### src/rtl/wtc_pkg.sv
package wtc_pkg;

    // controller sequencing states
    typedef enum logic [2:0] {
        ST_IDLE,   // waiting for a processor request
        ST_ARB,    // bus requested, waiting for grant
        ST_CMD,    // command/address cycle on the bus
        ST_DATA,   // data phase, waiting for acknowledge
        ST_DONE    // ready pulse to the processor
    } wtc_state_e;

endpackage

### src/rtl/wtc_line_array.sv
module wtc_line_array #(
    parameter int LINES  = 8,
    parameter int IDX_W  = 3,
    parameter int TAG_W  = 13,
    parameter int DATA_W = 32
) (
    input  logic                          clk,
    input  logic                          rst_n,
    // processor-side lookup port
    input  logic [IDX_W-1:0]              rd_idx,
    output logic                          rd_valid,
    output logic [TAG_W-1:0]              rd_tag,
    output logic [DATA_W-1:0]             rd_data,
    // snoop-side lookup port
    input  logic [IDX_W-1:0]              sn_idx,
    output logic                          sn_valid,
    output logic [TAG_W-1:0]              sn_tag,
    // write port
    input  logic                          fill_en,
    input  logic                          upd_en,
    input  logic [IDX_W-1:0]              wr_idx,
    input  logic [TAG_W-1:0]              wr_tag,
    input  logic [DATA_W-1:0]             wr_data,
    // invalidate port
    input  logic                          inv_en,
    input  logic [IDX_W-1:0]              inv_idx,
    // whole-array views
    output logic [LINES-1:0]              valid_vec,
    output logic [LINES-1:0][TAG_W-1:0]   tag_vec
);

    logic [LINES-1:0][DATA_W-1:0] data_vec;

    for (genvar i = 0; i < LINES; i++) begin : g_line
        localparam logic [IDX_W-1:0] MY_IDX = IDX_W'(i);

        logic              vld_d, vld_q;
        logic [TAG_W-1:0]  tag_d, tag_q;
        logic [DATA_W-1:0] dat_d, dat_q;

        always_comb begin
            vld_d = vld_q;
            tag_d = tag_q;
            dat_d = dat_q;
            if ((fill_en || upd_en) && wr_idx == MY_IDX) begin
                dat_d = wr_data;
                if (fill_en) begin
                    vld_d = 1'b1;
                    tag_d = wr_tag;
                end
            end
            // invalidation has the last word
            if (inv_en && inv_idx == MY_IDX) begin
                vld_d = 1'b0;
            end
        end

        always_ff @(posedge clk or negedge rst_n) begin
            if (!rst_n) begin
                vld_q <= 1'b0;
                tag_q <= '0;
                dat_q <= '0;
            end else begin
                vld_q <= vld_d;
                tag_q <= tag_d;
                dat_q <= dat_d;
            end
        end

        assign valid_vec[i] = vld_q;
        assign tag_vec[i]   = tag_q;
        assign data_vec[i]  = dat_q;
    end

    assign rd_valid = valid_vec[rd_idx];
    assign rd_tag   = tag_vec[rd_idx];
    assign rd_data  = data_vec[rd_idx];
    assign sn_valid = valid_vec[sn_idx];
    assign sn_tag   = tag_vec[sn_idx];

endmodule

### src/rtl/wtc_snoop_filter.sv
module wtc_snoop_filter #(
    parameter int ADDR_W = 16,
    parameter int IDX_W  = 3,
    localparam int TAG_W = ADDR_W - IDX_W
) (
    input  logic              snoop_valid,
    input  logic              snoop_we,
    input  logic [ADDR_W-1:0] snoop_addr,
    input  logic              own_bus,
    // state of the line at the snooped index
    input  logic              sn_valid,
    input  logic [TAG_W-1:0]  sn_tag,
    output logic [IDX_W-1:0]  sn_idx,
    output logic              inv_en,
    output logic [IDX_W-1:0]  inv_idx
);

    logic [TAG_W-1:0] snoop_tag;
    logic             foreign_wr;

    assign sn_idx     = snoop_addr[IDX_W-1:0];
    assign snoop_tag  = snoop_addr[ADDR_W-1:IDX_W];
    // a write seen while this controller holds the bus is its own
    assign foreign_wr = snoop_valid && snoop_we && !own_bus;
    assign inv_en     = foreign_wr && sn_valid && (sn_tag == snoop_tag);
    assign inv_idx    = sn_idx;

endmodule

### src/rtl/wtc_ctrl.sv
module wtc_ctrl
    import wtc_pkg::*;
#(
    parameter int ADDR_W = 16,
    parameter int DATA_W = 32
) (
    input  logic              clk,
    input  logic              rst_n,
    // processor side
    input  logic              cpu_req,
    input  logic              cpu_we,
    input  logic [ADDR_W-1:0] cpu_addr,
    input  logic [DATA_W-1:0] cpu_wdata,
    output logic [DATA_W-1:0] cpu_rdata,
    output logic              cpu_ready,
    // bus side
    output logic              bus_req,
    input  logic              bus_gnt,
    output logic              bus_cmd_valid,
    output logic              bus_cmd_we,
    output logic [ADDR_W-1:0] bus_addr,
    output logic [DATA_W-1:0] bus_wdata,
    input  logic              bus_ack,
    input  logic [DATA_W-1:0] bus_rdata,
    // array interface
    output logic [ADDR_W-1:0] look_addr,
    input  logic              look_hit,
    input  logic [DATA_W-1:0] look_data,
    output logic              fill_en,
    output logic              upd_en,
    output logic [ADDR_W-1:0] wr_addr,
    output logic [DATA_W-1:0] wr_data,
    // status to snoop path and checker
    output logic              own_bus,
    output logic              pend_we
);

    typedef struct packed {
        wtc_state_e        state;
        logic              we;
        logic [ADDR_W-1:0] addr;
        logic [DATA_W-1:0] wdata;
        logic [DATA_W-1:0] rdata;
    } ctrl_regs_t;

    ctrl_regs_t r_q, r_d;

    always_comb begin
        r_d     = r_q;
        fill_en = 1'b0;
        upd_en  = 1'b0;
        unique case (r_q.state)
            ST_IDLE: begin
                if (cpu_req) begin
                    r_d.we    = cpu_we;
                    r_d.addr  = cpu_addr;
                    r_d.wdata = cpu_wdata;
                    if (!cpu_we && look_hit) begin
                        r_d.rdata = look_data;
                        r_d.state = ST_DONE;
                    end else begin
                        r_d.state = ST_ARB;
                    end
                end
            end
            ST_ARB: begin
                if (bus_gnt) begin
                    r_d.state = ST_CMD;
                end
            end
            ST_CMD: begin
                r_d.state = ST_DATA;
            end
            ST_DATA: begin
                if (bus_ack) begin
                    if (!r_q.we) begin
                        r_d.rdata = bus_rdata;
                        fill_en   = 1'b1;
                    end else if (look_hit) begin
                        upd_en    = 1'b1;
                    end
                    r_d.state = ST_DONE;
                end
            end
            ST_DONE: begin
                r_d.state = ST_IDLE;
            end
            default: begin
                r_d.state = ST_IDLE;
            end
        endcase
    end

    always_ff @(posedge clk or negedge rst_n) begin
        if (!rst_n) begin
            r_q <= '{state: ST_IDLE, we: 1'b0, addr: '0, wdata: '0, rdata: '0};
        end else begin
            r_q <= r_d;
        end
    end

    assign look_addr     = (r_q.state == ST_IDLE) ? cpu_addr : r_q.addr;
    assign wr_addr       = r_q.addr;
    assign wr_data       = r_q.we ? r_q.wdata : bus_rdata;

    assign bus_req       = (r_q.state == ST_ARB) || (r_q.state == ST_CMD) ||
                           (r_q.state == ST_DATA);
    assign bus_cmd_valid = (r_q.state == ST_CMD);
    assign bus_cmd_we    = r_q.we;
    assign bus_addr      = r_q.addr;
    assign bus_wdata     = r_q.wdata;
    assign own_bus       = (r_q.state == ST_CMD) || (r_q.state == ST_DATA);
    assign pend_we       = r_q.we;

    assign cpu_ready     = (r_q.state == ST_DONE);
    assign cpu_rdata     = r_q.rdata;

endmodule

### src/rtl/wt_snoop_cache.sv
module wt_snoop_cache #(
    parameter int ADDR_W = 16,
    parameter int DATA_W = 32,
    parameter int LINES  = 8
) (
    input  logic              clk,
    input  logic              rst_n,
    input  logic              cpu_req,
    input  logic              cpu_we,
    input  logic [ADDR_W-1:0] cpu_addr,
    input  logic [DATA_W-1:0] cpu_wdata,
    output logic [DATA_W-1:0] cpu_rdata,
    output logic              cpu_ready,
    output logic              bus_req,
    input  logic              bus_gnt,
    output logic              bus_cmd_valid,
    output logic              bus_cmd_we,
    output logic [ADDR_W-1:0] bus_addr,
    output logic [DATA_W-1:0] bus_wdata,
    input  logic              bus_ack,
    input  logic [DATA_W-1:0] bus_rdata,
    input  logic              snoop_valid,
    input  logic              snoop_we,
    input  logic [ADDR_W-1:0] snoop_addr
);

    localparam int IDX_W = $clog2(LINES);
    localparam int TAG_W = ADDR_W - IDX_W;

    logic [ADDR_W-1:0]            look_addr;
    logic                         look_hit;
    logic [DATA_W-1:0]            look_data;
    logic                         fill_en;
    logic                         upd_en;
    logic [ADDR_W-1:0]            wr_addr;
    logic [DATA_W-1:0]            wr_data;
    logic                         own_bus;
    logic                         pend_we;

    logic                         rd_valid;
    logic [TAG_W-1:0]             rd_tag;
    logic [IDX_W-1:0]             sn_idx;
    logic                         sn_valid;
    logic [TAG_W-1:0]             sn_tag;
    logic                         inv_en;
    logic [IDX_W-1:0]             inv_idx;
    logic [LINES-1:0]             line_valid;
    logic [LINES-1:0][TAG_W-1:0]  line_tag;

    logic [IDX_W-1:0]             look_idx;
    logic [TAG_W-1:0]             look_tag;

    assign look_idx = look_addr[IDX_W-1:0];
    assign look_tag = look_addr[ADDR_W-1:IDX_W];
    // a same-cycle invalidation of the looked-up line wins over the hit
    assign look_hit = rd_valid && (rd_tag == look_tag) &&
                      !(inv_en && inv_idx == look_idx);

    wtc_ctrl #(
        .ADDR_W (ADDR_W),
        .DATA_W (DATA_W)
    ) u_ctrl (
        .clk           (clk),
        .rst_n         (rst_n),
        .cpu_req       (cpu_req),
        .cpu_we        (cpu_we),
        .cpu_addr      (cpu_addr),
        .cpu_wdata     (cpu_wdata),
        .cpu_rdata     (cpu_rdata),
        .cpu_ready     (cpu_ready),
        .bus_req       (bus_req),
        .bus_gnt       (bus_gnt),
        .bus_cmd_valid (bus_cmd_valid),
        .bus_cmd_we    (bus_cmd_we),
        .bus_addr      (bus_addr),
        .bus_wdata     (bus_wdata),
        .bus_ack       (bus_ack),
        .bus_rdata     (bus_rdata),
        .look_addr     (look_addr),
        .look_hit      (look_hit),
        .look_data     (look_data),
        .fill_en       (fill_en),
        .upd_en        (upd_en),
        .wr_addr       (wr_addr),
        .wr_data       (wr_data),
        .own_bus       (own_bus),
        .pend_we       (pend_we)
    );

    wtc_line_array #(
        .LINES  (LINES),
        .IDX_W  (IDX_W),
        .TAG_W  (TAG_W),
        .DATA_W (DATA_W)
    ) u_arr (
        .clk       (clk),
        .rst_n     (rst_n),
        .rd_idx    (look_idx),
        .rd_valid  (rd_valid),
        .rd_tag    (rd_tag),
        .rd_data   (look_data),
        .sn_idx    (sn_idx),
        .sn_valid  (sn_valid),
        .sn_tag    (sn_tag),
        .fill_en   (fill_en),
        .upd_en    (upd_en),
        .wr_idx    (wr_addr[IDX_W-1:0]),
        .wr_tag    (wr_addr[ADDR_W-1:IDX_W]),
        .wr_data   (wr_data),
        .inv_en    (inv_en),
        .inv_idx   (inv_idx),
        .valid_vec (line_valid),
        .tag_vec   (line_tag)
    );

    wtc_snoop_filter #(
        .ADDR_W (ADDR_W),
        .IDX_W  (IDX_W)
    ) u_snoop (
        .snoop_valid (snoop_valid),
        .snoop_we    (snoop_we),
        .snoop_addr  (snoop_addr),
        .own_bus     (own_bus),
        .sn_valid    (sn_valid),
        .sn_tag      (sn_tag),
        .sn_idx      (sn_idx),
        .inv_en      (inv_en),
        .inv_idx     (inv_idx)
    );

endmodule

### config.mk
export PLATFORM = sky130hd
export DESIGN_NAME = wt_snoop_cache
export DESIGN_NICKNAME = d
export VERILOG_FILES = /design/src/rtl/wtc_pkg.sv /design/src/rtl/wtc_line_array.sv /design/src/rtl/wtc_snoop_filter.sv /design/src/rtl/wtc_ctrl.sv /design/src/rtl/wt_snoop_cache.sv
export SDC_FILE = /design/constraint.sdc
export NUM_CORES = 1
export LEC_CHECK = 0
export ABC_CLOCK_PERIOD_IN_PS = 3900
export CAP_MARGIN = 40
export CORE_ASPECT_RATIO = 0.5
export CORE_MARGIN = 1.5
export CORE_UTILIZATION = 30
export DETAILED_ROUTE_END_ITERATION = 10
export DONT_BUFFER_PORTS = 1
export GPL_ROUTABILITY_DRIVEN = 0
export GPL_TIMING_DRIVEN = 0
export PLACE_DENSITY = 0.46
export SLEW_MARGIN = 40
export SYNTH_ARGS = -nofsm -noshare
export SYNTH_HDL_FRONTEND = slang
export SYNTH_SLANG_ARGS = --single-unit
### constraint.sdc
create_clock -name clk -period 3.9 [get_ports clk]
set_input_delay 0.39 -clock clk [delete_from_list [all_inputs] [get_ports clk]]
set_output_delay 0.39 -clock clk [all_outputs]
set_load 0.01 [all_outputs]
; ---- Yosys cells after proc, flatten, opt, wreduce, memory -nomap -nowiden
; Cells that the tools add are included.
[totals]
regBits = 452
in_bits = 104
output_inout_bits = 84
[classes]
magnitude_cmp = 2
n_eq_ne = 26
muxes = 45
n_reduce_logical = 70
[ops]
columns = cell, n
row1 = $mux W32, 5
row2 = $bmux W32 S3, 1
row3 = $mux W84, 1
row4 = $bmux W13 S3, 2
row5 = $pmux W32 S2, 1
row6 = $reduce_and A2 Y1, 17
row7 = $reduce_bool A2 Y1, 17
row8 = $eq A3 B3 Y1 const B, 9
row9 = $eq A13 B13 Y1, 2
row10 = $mux W1, 26
row11 = $mux W13, 2
row12 = $logic_and A1 B1 Y1, 24
row13 = $eq A3 B2 Y1 const B, 6
row14 = $mux W16, 1
row15 = $pmux W3 S4, 1
row16 = $eq A3 B1 Y1 const B, 3
row17 = $logic_not A3 Y1, 3
row18 = $mux W3, 3
row19 = $lt A3 B4 Y1 const B, 2
row20 = $ne A2 B2 Y1 const B, 4
row21 = $bmux W1 S3, 2
row22 = $reduce_and A5 Y1, 1
row23 = $logic_or A1 B1 Y1, 4
row24 = $eq A3 B3 Y1, 1
row25 = 3 further kinds, 5

; ---- Logic depth before layout (Yosys ltp)
; Gate-level depths: netlist (run 1).
[depth]
depth_word = 17
mapped_depth = 14

; ---- Modules after synthesis
; Synthesis (run 1) repeated with hierarchy kept, for this count alone.
[hier_totals]
cells_unflattened = 1543
area_unflattened_um2 = 22562.9
[modules_own_cells]
columns = module, n_inst, cells_per_inst, area_each_um2
row1 = wtc_line_array, 1, 1030, 17289.1
row2 = wtc_ctrl, 1, 465, 4885.9
row3 = wtc_snoop_filter, 1, 25, 202.7
row4 = wt_snoop_cache, 1, 23, 185.2

; ---- Least setup slack after synthesis (run 1)
; No wires, ideal clock.
[synth_timing]
kind = flip-flop to flip-flop
start = reg u_ctrl.r_q[81] (netlist name)
end = reg u_arr.g_line[2].dat_q[10]
setup_ps = 125
arrival_ps = 3742
required_ps = 3775
path_slack_ps = 33
stages_incl_launch_ff = 14
path_buffers = 4
path_cell_list = dfrtp_1 clkbuf_1 o31ai_1 and2_0 clkbuf_1 clkbuf_1 nand2_1 a311o_1 a2111oi_0 nand2_1 nor4_4 a31oi_1 clkbuf_1 mux2_2
[synth_via]
elab_chain_len = 15
[synth_rtl]
columns = item, line
row1 = from (decl), wtc_ctrl.sv:46  ; ctrl_regs_t r_q, r_d;
row2 = from (signal assigned), wtc_ctrl.sv:96  ; r_q <= '{state: ST_IDLE, we: 1'b0, addr: '0, wdata: '0, rdata: '0};
row3 = from (signal assigned), wtc_ctrl.sv:98  ; r_q <= r_d;
row4 = branches (longest 13 deep; another with $mux W16), -
row5 = $logic_or A1 B1 Y1 (*), wtc_line_array.sv:45  ; if ((fill_en || upd_en) && wr_idx == MY_IDX) begin
row6 = $logic_and A1 B1 Y1 (*), wtc_line_array.sv:45
row7 = to (signal assigned), wtc_line_array.sv:66  ; dat_q <= dat_d;
row8 = to (decl), wtc_line_array.sv:39  ; logic [DATA_W-1:0] dat_d, dat_q;
; Every way passes the cells marked *. The select of a mux whose other input is x is not followed.
; A chain may end at the register's enable or synchronous reset.

; ---- Worst setup path after layout (run 1)
[layout_timing]
start = reg u_ctrl.r_q[82] (netlist name)
end = reg u_arr.g_line[1].dat_q[1]
[layout_via]
elab_chain_len = 15
[layout_rtl]
columns = item, line
row1 = branches (longest 13 deep; another with $mux W16), -
row2 = $logic_or A1 B1 Y1 (*), wtc_line_array.sv:45
row3 = $logic_and A1 B1 Y1 (*), wtc_line_array.sv:45
row4 = to (signal assigned), wtc_line_array.sv:66
row5 = to (decl), wtc_line_array.sv:39
; Marks and branches as above.

==> results of run 1 <==
[cell type report]
type / count / area share
well taps: 1036 / 0.0460
repair buffers: 98 / 0.0360
flip-flops and latches: 452 / 0.402
clock inverters: 17 / 0.00817
inverters: 17 / 0.00240
plain buffers: 245 / 0.0562
multi-input cells: 1507 / 0.399
clock buffers: 69 / 0.0500
[per-layer routing]
layer,vias up,global-route usage
li1,8124,-
met2,450,0.329
met1,9418,0.291
met4,0,0.0524
met3,86,0.0305
met5,-,0
[power by group through the flow]
| stage | logic, W | registers (W) | clock network, W |
|---|---|---|---|
| floorplan | 0.00718 | 0.00734 | 0 |
| global placement | 0.0102 | 0.00776 | 0 |
| detailed placement | 0.0104 | 0.00782 | 0 |
| CTS | 0.0109 | 0.00776 | 0.00497 |
| global route | 0.0121 | 0.00803 | 0.00518 |
| finish | 0.0112 | 0.00778 | 0.00487 |
[registers in the layout, summed over array words and instances, names as in the netlist]
name	count
u_arr.g_line.vld_q	8
u_ctrl.r_q	3
u_ctrl.bus_addr	16
u_ctrl.bus_cmd_we	1
u_arr.g_line.tag_q	104
u_arr.g_line.dat_q	256
u_ctrl.bus_wdata	32
u_ctrl.cpu_rdata	32
[worst register-to-register path, stage by stage, from the launching register on]
cell and delay [ns]:
dfrtp_2 0.45, buf_4 0.15, or4b_4 0.55, clkbuf_8 0.22
a221oi_2 0.24, o22ai_1 0.14, xnor2_1 0.18, o21ai_2 0.25
o2111ai_2 0.20, nor4_4 0.44, buf_4 0.20, buf_4 0.13
o21ai_4 0.11, buf_6 0.23, mux2_1 0.31
[worst max path at each step]
| stage | slack (ns) | endpoint | depth (start not counted) |
|---|---|---|---|
| floorplan | 0.03 | u_arr.g_line[2].dat_q[10] | 13 |
| global placement | -2.39 | u_arr.g_line[4].dat_q[6] | 13 |
| detailed placement | -2.01 | u_arr.g_line[5].dat_q[30] | 14 |
| CTS | -0.005 | u_arr.g_line[1].dat_q[22] | 13 |
| global route | -0.05 | u_arr.g_line[1].dat_q[1] | 14 |
| finish | 0.03 | u_arr.g_line[1].dat_q[1] | 14 |
[timing repair]
item / in CTS / in global routing
endpoints found under the setup margin: 381 / 293
hold endpoints to repair: 514 / 452
gates resized for setup: 125 / 110
pin swaps: 10 / 13
setup buffers: 14 / 12
gates cloned: 0 / 6
[layout by cell type, fill, tap and decap left out, types with 54 or more instances in the layout]
master / n
nand2_1: 471
dfrtp_1: 450
mux2_2: 344
nand3_1: 170
buf_4: 111
clkbuf_1: 71
o21ai_0: 69
a22oi_1: 68
dlygate4sd3_1: 63
nor2_1: 54
[per-stage QoR]
stage | area, um^2 | setup TNS, ns | util | setup WS [ns]
floorplan | 23600 | 0 | - | 0.0330
global placement | 24900 | -732.65 | 0.321 | -2.39
detailed placement | 24900 | -537.66 | 0.322 | -2.01
CTS | 27700 | -0.00976 | 0.358 | -0.00539
global route | 28200 | -1.14 | 0.364 | -0.0486
finish | 28200 | 0 | 0.364 | 0.0276
[cell families after synthesis]
group                  Yosys count
AND/OR/NAND/NOR                764
buffers and inverters          267
AO/OA/AOI/OAI                  274
XOR/XNOR                        27
multiplexers                   442
flip-flops                     452
==> results.py, run 1 <==
metrics = {
    "status": {
        "status": "complete, but fails checks",
        "violations": "hold timing",
    },
    "yosys": {
        "yosys_warnings": 0,
        "ys_ff_latch": 452,
        "synth_compound_area_frac": 0.0823,
        "synth.distinct_cells": 65,
        "post-synth-top-area-fraction": 0.480,
        "syn_area_um2": 23600,
        "synth.area.top_cells": "dfrtp_1 48%, mux2_2 16%, nand2_1 7.6%",
        "synth_top_cell_by_area": "dfrtp_1",
        "yosysMostFrequentCell": "nand2_1",
        "synth_nets": 2330,
        "synthMuxAreaShare": 0.234,
        "synth_simple_gate_area_share": 0.138,
        "syn_inst": 2226,
        "synth_top_family_by_area": "multiplexers",
        "async_reset_ff_frac": 1.00,
        "synth_seq_area_share": 0.480,
        "synth-edff-count": 0,
        "synthFlopType": "dfrtp_1",
        "synth_xor_area_frac": 0.0100,
        "synthTopCellsByCount": "476 x nand2_1, 452 x dfrtp_1, 344 x mux2_2",
        "synth.avg_cell_area_um2": 10.6,
        "synthAdderAreaFrac": 0,
    },
    "cts": {
        "clk_pin_slew_ns": 0.06,
        "cts_made_buffers": 46,
        "cts_tree": "built",
        "cts_sinks": 452,
        "hold_buffers": 63,
        "ctsLongestPathBuffers": 3,
        "cts_root_buf": "clkbuf_16",
        "insertion_delay_ns": 0.63,
        "h-tree-depth": 2,
    },
    "critical_path": {
        "arrival_ns": 4.38,
        "r2r_cells": 14,
        "regToRegSetupSlack_ns": 0.03,
        "crit_chain": "buf_4 > or4b_4 > clkbuf_8 > a221oi_2 > o22ai_1 > xnor2_1 > o21ai_2 > o2111ai_2 > nor4_4 > buf_4 > buf_4 > o21ai_4 > buf_6 > mux2_1",
        "startpoint": "u_ctrl.r_q[82]",
        "r2r_start": "u_ctrl.r_q[82]",
        "critPathMostFrequentCell": "buf_4",
        "end_kind": "flop",
        "cpLargestDelayFamily": "simple AND/OR/NAND/NOR gates",
        "critPathMaxStageDelay_ns": 0.55,
        "crit_type": "flop to flop",
        "critPathLaunchType": "flop",
        "critical_path_required_ns": 4.41,
        "crit_fanout": 10,
        "path_buf_inv": 5,
        "r2r_end": "u_arr.g_line[1].dat_q[1]",
        "worst_path_max_delay_cell": "or4b_4",
    },
    "timing": {
        "worst_slew_pin_slew_ns": 1.30,
        "final-hold-violation-count": 452,
        "clock_skew_ns": 0.0414,
        "maxSlewViolCount": 0,
        "finalHoldWorstSlack_ns": -0.474,
        "rsz0062_at_grt": "true",
        "fin_crit_sh": 0.993,
        "fmax_mhz": 258,
        "relSlewSlack": 0.135,
        "period_minus_slack_ns": 3.87,
        "setup_viol": 0,
    },
    "floorplanning": {
        "fp.dieH_um": 201,
        "pin_count": 188,
        "num_rows": 72,
        "die_w_um": 399,
        "start_util": 0.304,
        "dieArea_um2": 80300,
        "core_area_um2": 77500,
    },
    "layout": {
        "fill_cells": 7783,
        "final_cells": 3441,
        "diodes": 0,
        "multiInputGateArea_um2": 11200,
        "syn_to_final_growth_pct": 19.6,
        "final_nets": 2471,
        "drive_gt1_frac": 0.296,
        "seqCellArea_um2": 11300,
    },
    "global_routing": {
        "grt_pass1_vias": 18162,
        "antenna_found_initial": 2,
        "grt_usage": 0.206,
        "grt_max_degree": 453,
        "grt_pass1_wl_um": 124000,
        "overflow": 0,
    },
    "pwr": {
        "switchingPower_w": 0.0100,
        "power_frac_clock": 0.204,
        "power_w": 0.0239,
        "p_comb_frac": 0.470,
        "p_seq_frac": 0.326,
        "internal-power_w": 0.0139,
        "power.share.switching": 0.419,
        "powerDensity_nw_per_um2": 847,
        "ir_worst_vdd_mv": 0.407,
        "p_leak_nw": 12.7,
    },
    "route": {
        "first_pass_iters": 6,
        "antenna_left": 0,
        "routed_wl_um": 83200,
        "top_layer_used": "met4",
        "route.met3.wl_um": 3890,
        "num_vias": 18078,
        "wl_per_cell_um": 24.2,
        "drcViolationCount": 0,
        "route.met2.wl_um": 39300,
        "vias_per_cell": 5.25,
        "wl_met1_um": 38300,
        "drt_iter0_markers": 1560,
    },
    "placement": {
        "dpl.hpwl_um": 56500,
        "io_buffers": 0,
        "dp.cells": 3265,
    },
    "hold_path": {
        "worstHoldPathType": "input pin to async pin",
    },
    "job": {
        "drv_cap": 0,
    },
}
No activity file was read; power rests on OpenSTA's default activity.
==> run 2: changes to the inputs <==
CAP_MARGIN = 20   (was 40)
CELL_PAD_IN_SITES_DETAIL_PLACEMENT = 1   (was default)
CELL_PAD_IN_SITES_GLOBAL_PLACEMENT = 2   (was default)
PLACE_DENSITY = 0.63   (was 0.46)
==> results.py, run 2 (synthesis results as in run 1) <==
metrics = {
    "timing": {
        "worst_slew_pin_slew_ns": 0.862,
        "finalHoldWorstSlack_ns": 0.0240,
        "final-hold-violation-count": 0,
        "period_minus_slack_ns": 3.97,
        "setup_slack_ns": -0.0684,
        "setup_viol": 73,
        "fmax_mhz": 252,
        "clock_skew_ns": 0.0422,
        "rsz0062_at_grt": "true",
        "maxSlewViolCount": 0,
        "relSlewSlack": 0.422,
        "fin_crit_sh": 1.02,
    },
    "route": {
        "num_vias": 18125,
        "antenna_left": 0,
        "first_pass_iters": 5,
        "drt_iter0_markers": 1213,
        "routed_wl_um": 88700,
        "vias_per_cell": 5.28,
        "drcViolationCount": 0,
        "wl_per_cell_um": 25.8,
    },
    "layout": {
        "fill_cells": 8551,
        "reg_top3": "u_arr.g_line.dat_q x256, u_arr.g_line.tag_q x104",
        "max_flop_register": "u_arr.g_line.dat_q",
        "mostFrequentLayoutCells": "470 x nand2_1, 451 x dfrtp_1, 344 x mux2_2",
        "drive_gt1_frac": 0.295,
        "final_area_um2": 28100,
        "diodes": 0,
        "final_common_cell": "nand2_1",
        "final_nets": 2467,
        "largest_reg_flops": 256,
        "syn_to_final_growth_pct": 19.4,
    },
    "critical_path": {
        "r2r_cells": 13,
        "arrival_ns": 4.46,
        "crit_fanout": 7,
        "critPathLaunchType": "flop",
        "critical_path_required_ns": 4.40,
        "crit_type": "flop to flop",
        "end_kind": "flop",
    },
    "global_routing": {
        "grt_usage": 0.222,
        "overflow": 0,
        "grt_pass1_wl_um": 133000,
        "grt_pass1_vias": 19046,
        "grt_max_degree": 453,
        "antenna_found_initial": 0,
    },
    "hold_path": {
        "worstHoldPathType": "input pin to flop",
        "hold_depth": 2,
    },
    "pwr": {
        "power_frac_clock": 0.198,
        "p_leak_nw": 12.7,
        "switchingPower_w": 0.0103,
        "internal-power_w": 0.0137,
        "p_comb_frac": 0.475,
        "p_seq_frac": 0.327,
        "ir_worst_vdd_mv": 0.379,
        "power.share.switching": 0.430,
        "powerDensity_nw_per_um2": 852,
    },
    "placement": {
        "post-place-ws_ns": -2.22,
        "dpl_cell_area_um2": 25000,
        "io_buffers": 0,
        "dpl.hpwl_um": 60900,
    },
    "cts": {
        "ctsLongestPathBuffers": 3,
        "insertion_delay_ns": 0.64,
        "h-tree-depth": 2,
        "clk_pin_slew_ns": 0.07,
        "cts_tree": "built",
        "cts_made_buffers": 48,
        "cts_root_buf": "clkbuf_16",
        "cts_sinks": 452,
    },
    "floorplanning": {
        "dieArea_um2": 80300,
        "num_rows": 72,
        "pin_count": 188,
        "start_util": 0.304,
        "die_w_um": 399,
        "core_area_um2": 77500,
        "fp.dieH_um": 201,
    },
    "status": {
        "violations": "setup timing",
        "status": "complete, but fails checks",
    },
    "job": {
        "drv_cap": 0,
    },
}
run 2: cell count changes in the layout (fill, tap and decap cells not counted), sizes merged:
| cell | delta |
|---|---|
| clkinvlp | -3 |
| clkbuf | +4 |
| bufinv | -3 |
| clkinv | -1 |
| dlygate4sd3 | +1 |
| inv | +2 |
| buf | -8 |
run 2: power groups by stage:
stage          Combinational (W)  Sequential (W)  Clock, W
3_5_place_dp              0.0106         0.00786         0
2_1_floorplan            0.00718         0.00734         0
5_1_grt                   0.0123         0.00809   0.00506
6_report                  0.0114         0.00784   0.00475
4_1_cts                   0.0112         0.00782   0.00487
3_3_place_gp              0.0104         0.00777         0
run 2: repair_timing:
action	in CTS	in global routing
pin swaps	18	9
hold buffers	63	2
buffers inserted	16	4
setup endpoints to repair	434	293
endpoints found under the hold margin	515	171
gates resized for setup	155	78
cloned	1	0
run 2: worst max-delay path, cell delays in order, from the launching register on:
cell and delay (ns):
dfrtp_1 0.42, buf_4 0.15, or4b_4 0.57, clkbuf_16 0.21
a221oi_4 0.25, o22ai_1 0.12, xnor2_1 0.14, o21ai_2 0.27
o2111ai_2 0.24, nor4_4 0.41, o211ai_1 0.28, buf_4 0.30
clkbuf_16 0.18, mux2_2 0.26
run 2: layer usage:
layer / up-vias / track usage / routed length, um
met2: 326 / 0.369 / 43100
met4: 0 / 0.0469 / 1590
li1: 8100 / - / -
met5: - / 0 / 0
met1: 9612 / 0.308 / 40800
met3: 87 / 0.0294 / 3210
run 2: final cells by class:
cell class / count / area (um^2) / share of cell area
flip-flops and latches: 452 / 11300 / 0.402
multi-input cells: 1507 / 11300 / 0.402
plain buffers: 245 / 1620 / 0.0576
clock buffers: 72 / 1430 / 0.0509
well taps: 1036 / 1300 / 0.0461
repair buffers: 92 / 937 / 0.0333
clock inverters: 12 / 146 / 0.00521
inverters: 17 / 63.8 / 0.00227
run 2: final timing paths:
kind                       slack [ns]                startpoint                   endpoint
setup / recovery                -0.07            u_ctrl.r_q[82]  u_arr.g_line[5].dat_q[23]
hold / removal                   0.02             bus_rdata[19]       u_ctrl.cpu_rdata[19]
setup reg to reg                -0.07            u_ctrl.r_q[82]  u_arr.g_line[5].dat_q[23]
hold reg to reg                  0.49  u_arr.g_line[0].dat_q[0]   u_arr.g_line[0].dat_q[0]
max in group asynchronous        1.77                     rst_n   u_arr.g_line[2].dat_q[8]
min in group asynchronous        0.34                     rst_n         u_ctrl.bus_addr[8]
run 2: stage by stage:
step / utilization / TNS [ns] / power, W / cells
2_1_floorplan: - / 0 / 0.0145 / 2226
3_3_place_gp: 0.321 / -734.92 / 0.0182 / 3262
3_5_place_dp: 0.322 / -598.05 / 0.0184 / 3265
4_1_cts: 0.359 / -0.474 / 0.0239 / 3425
5_1_grt: 0.363 / -12.20 / 0.0255 / 3433
6_report: 0.363 / -2.07 / 0.0240 / 3433
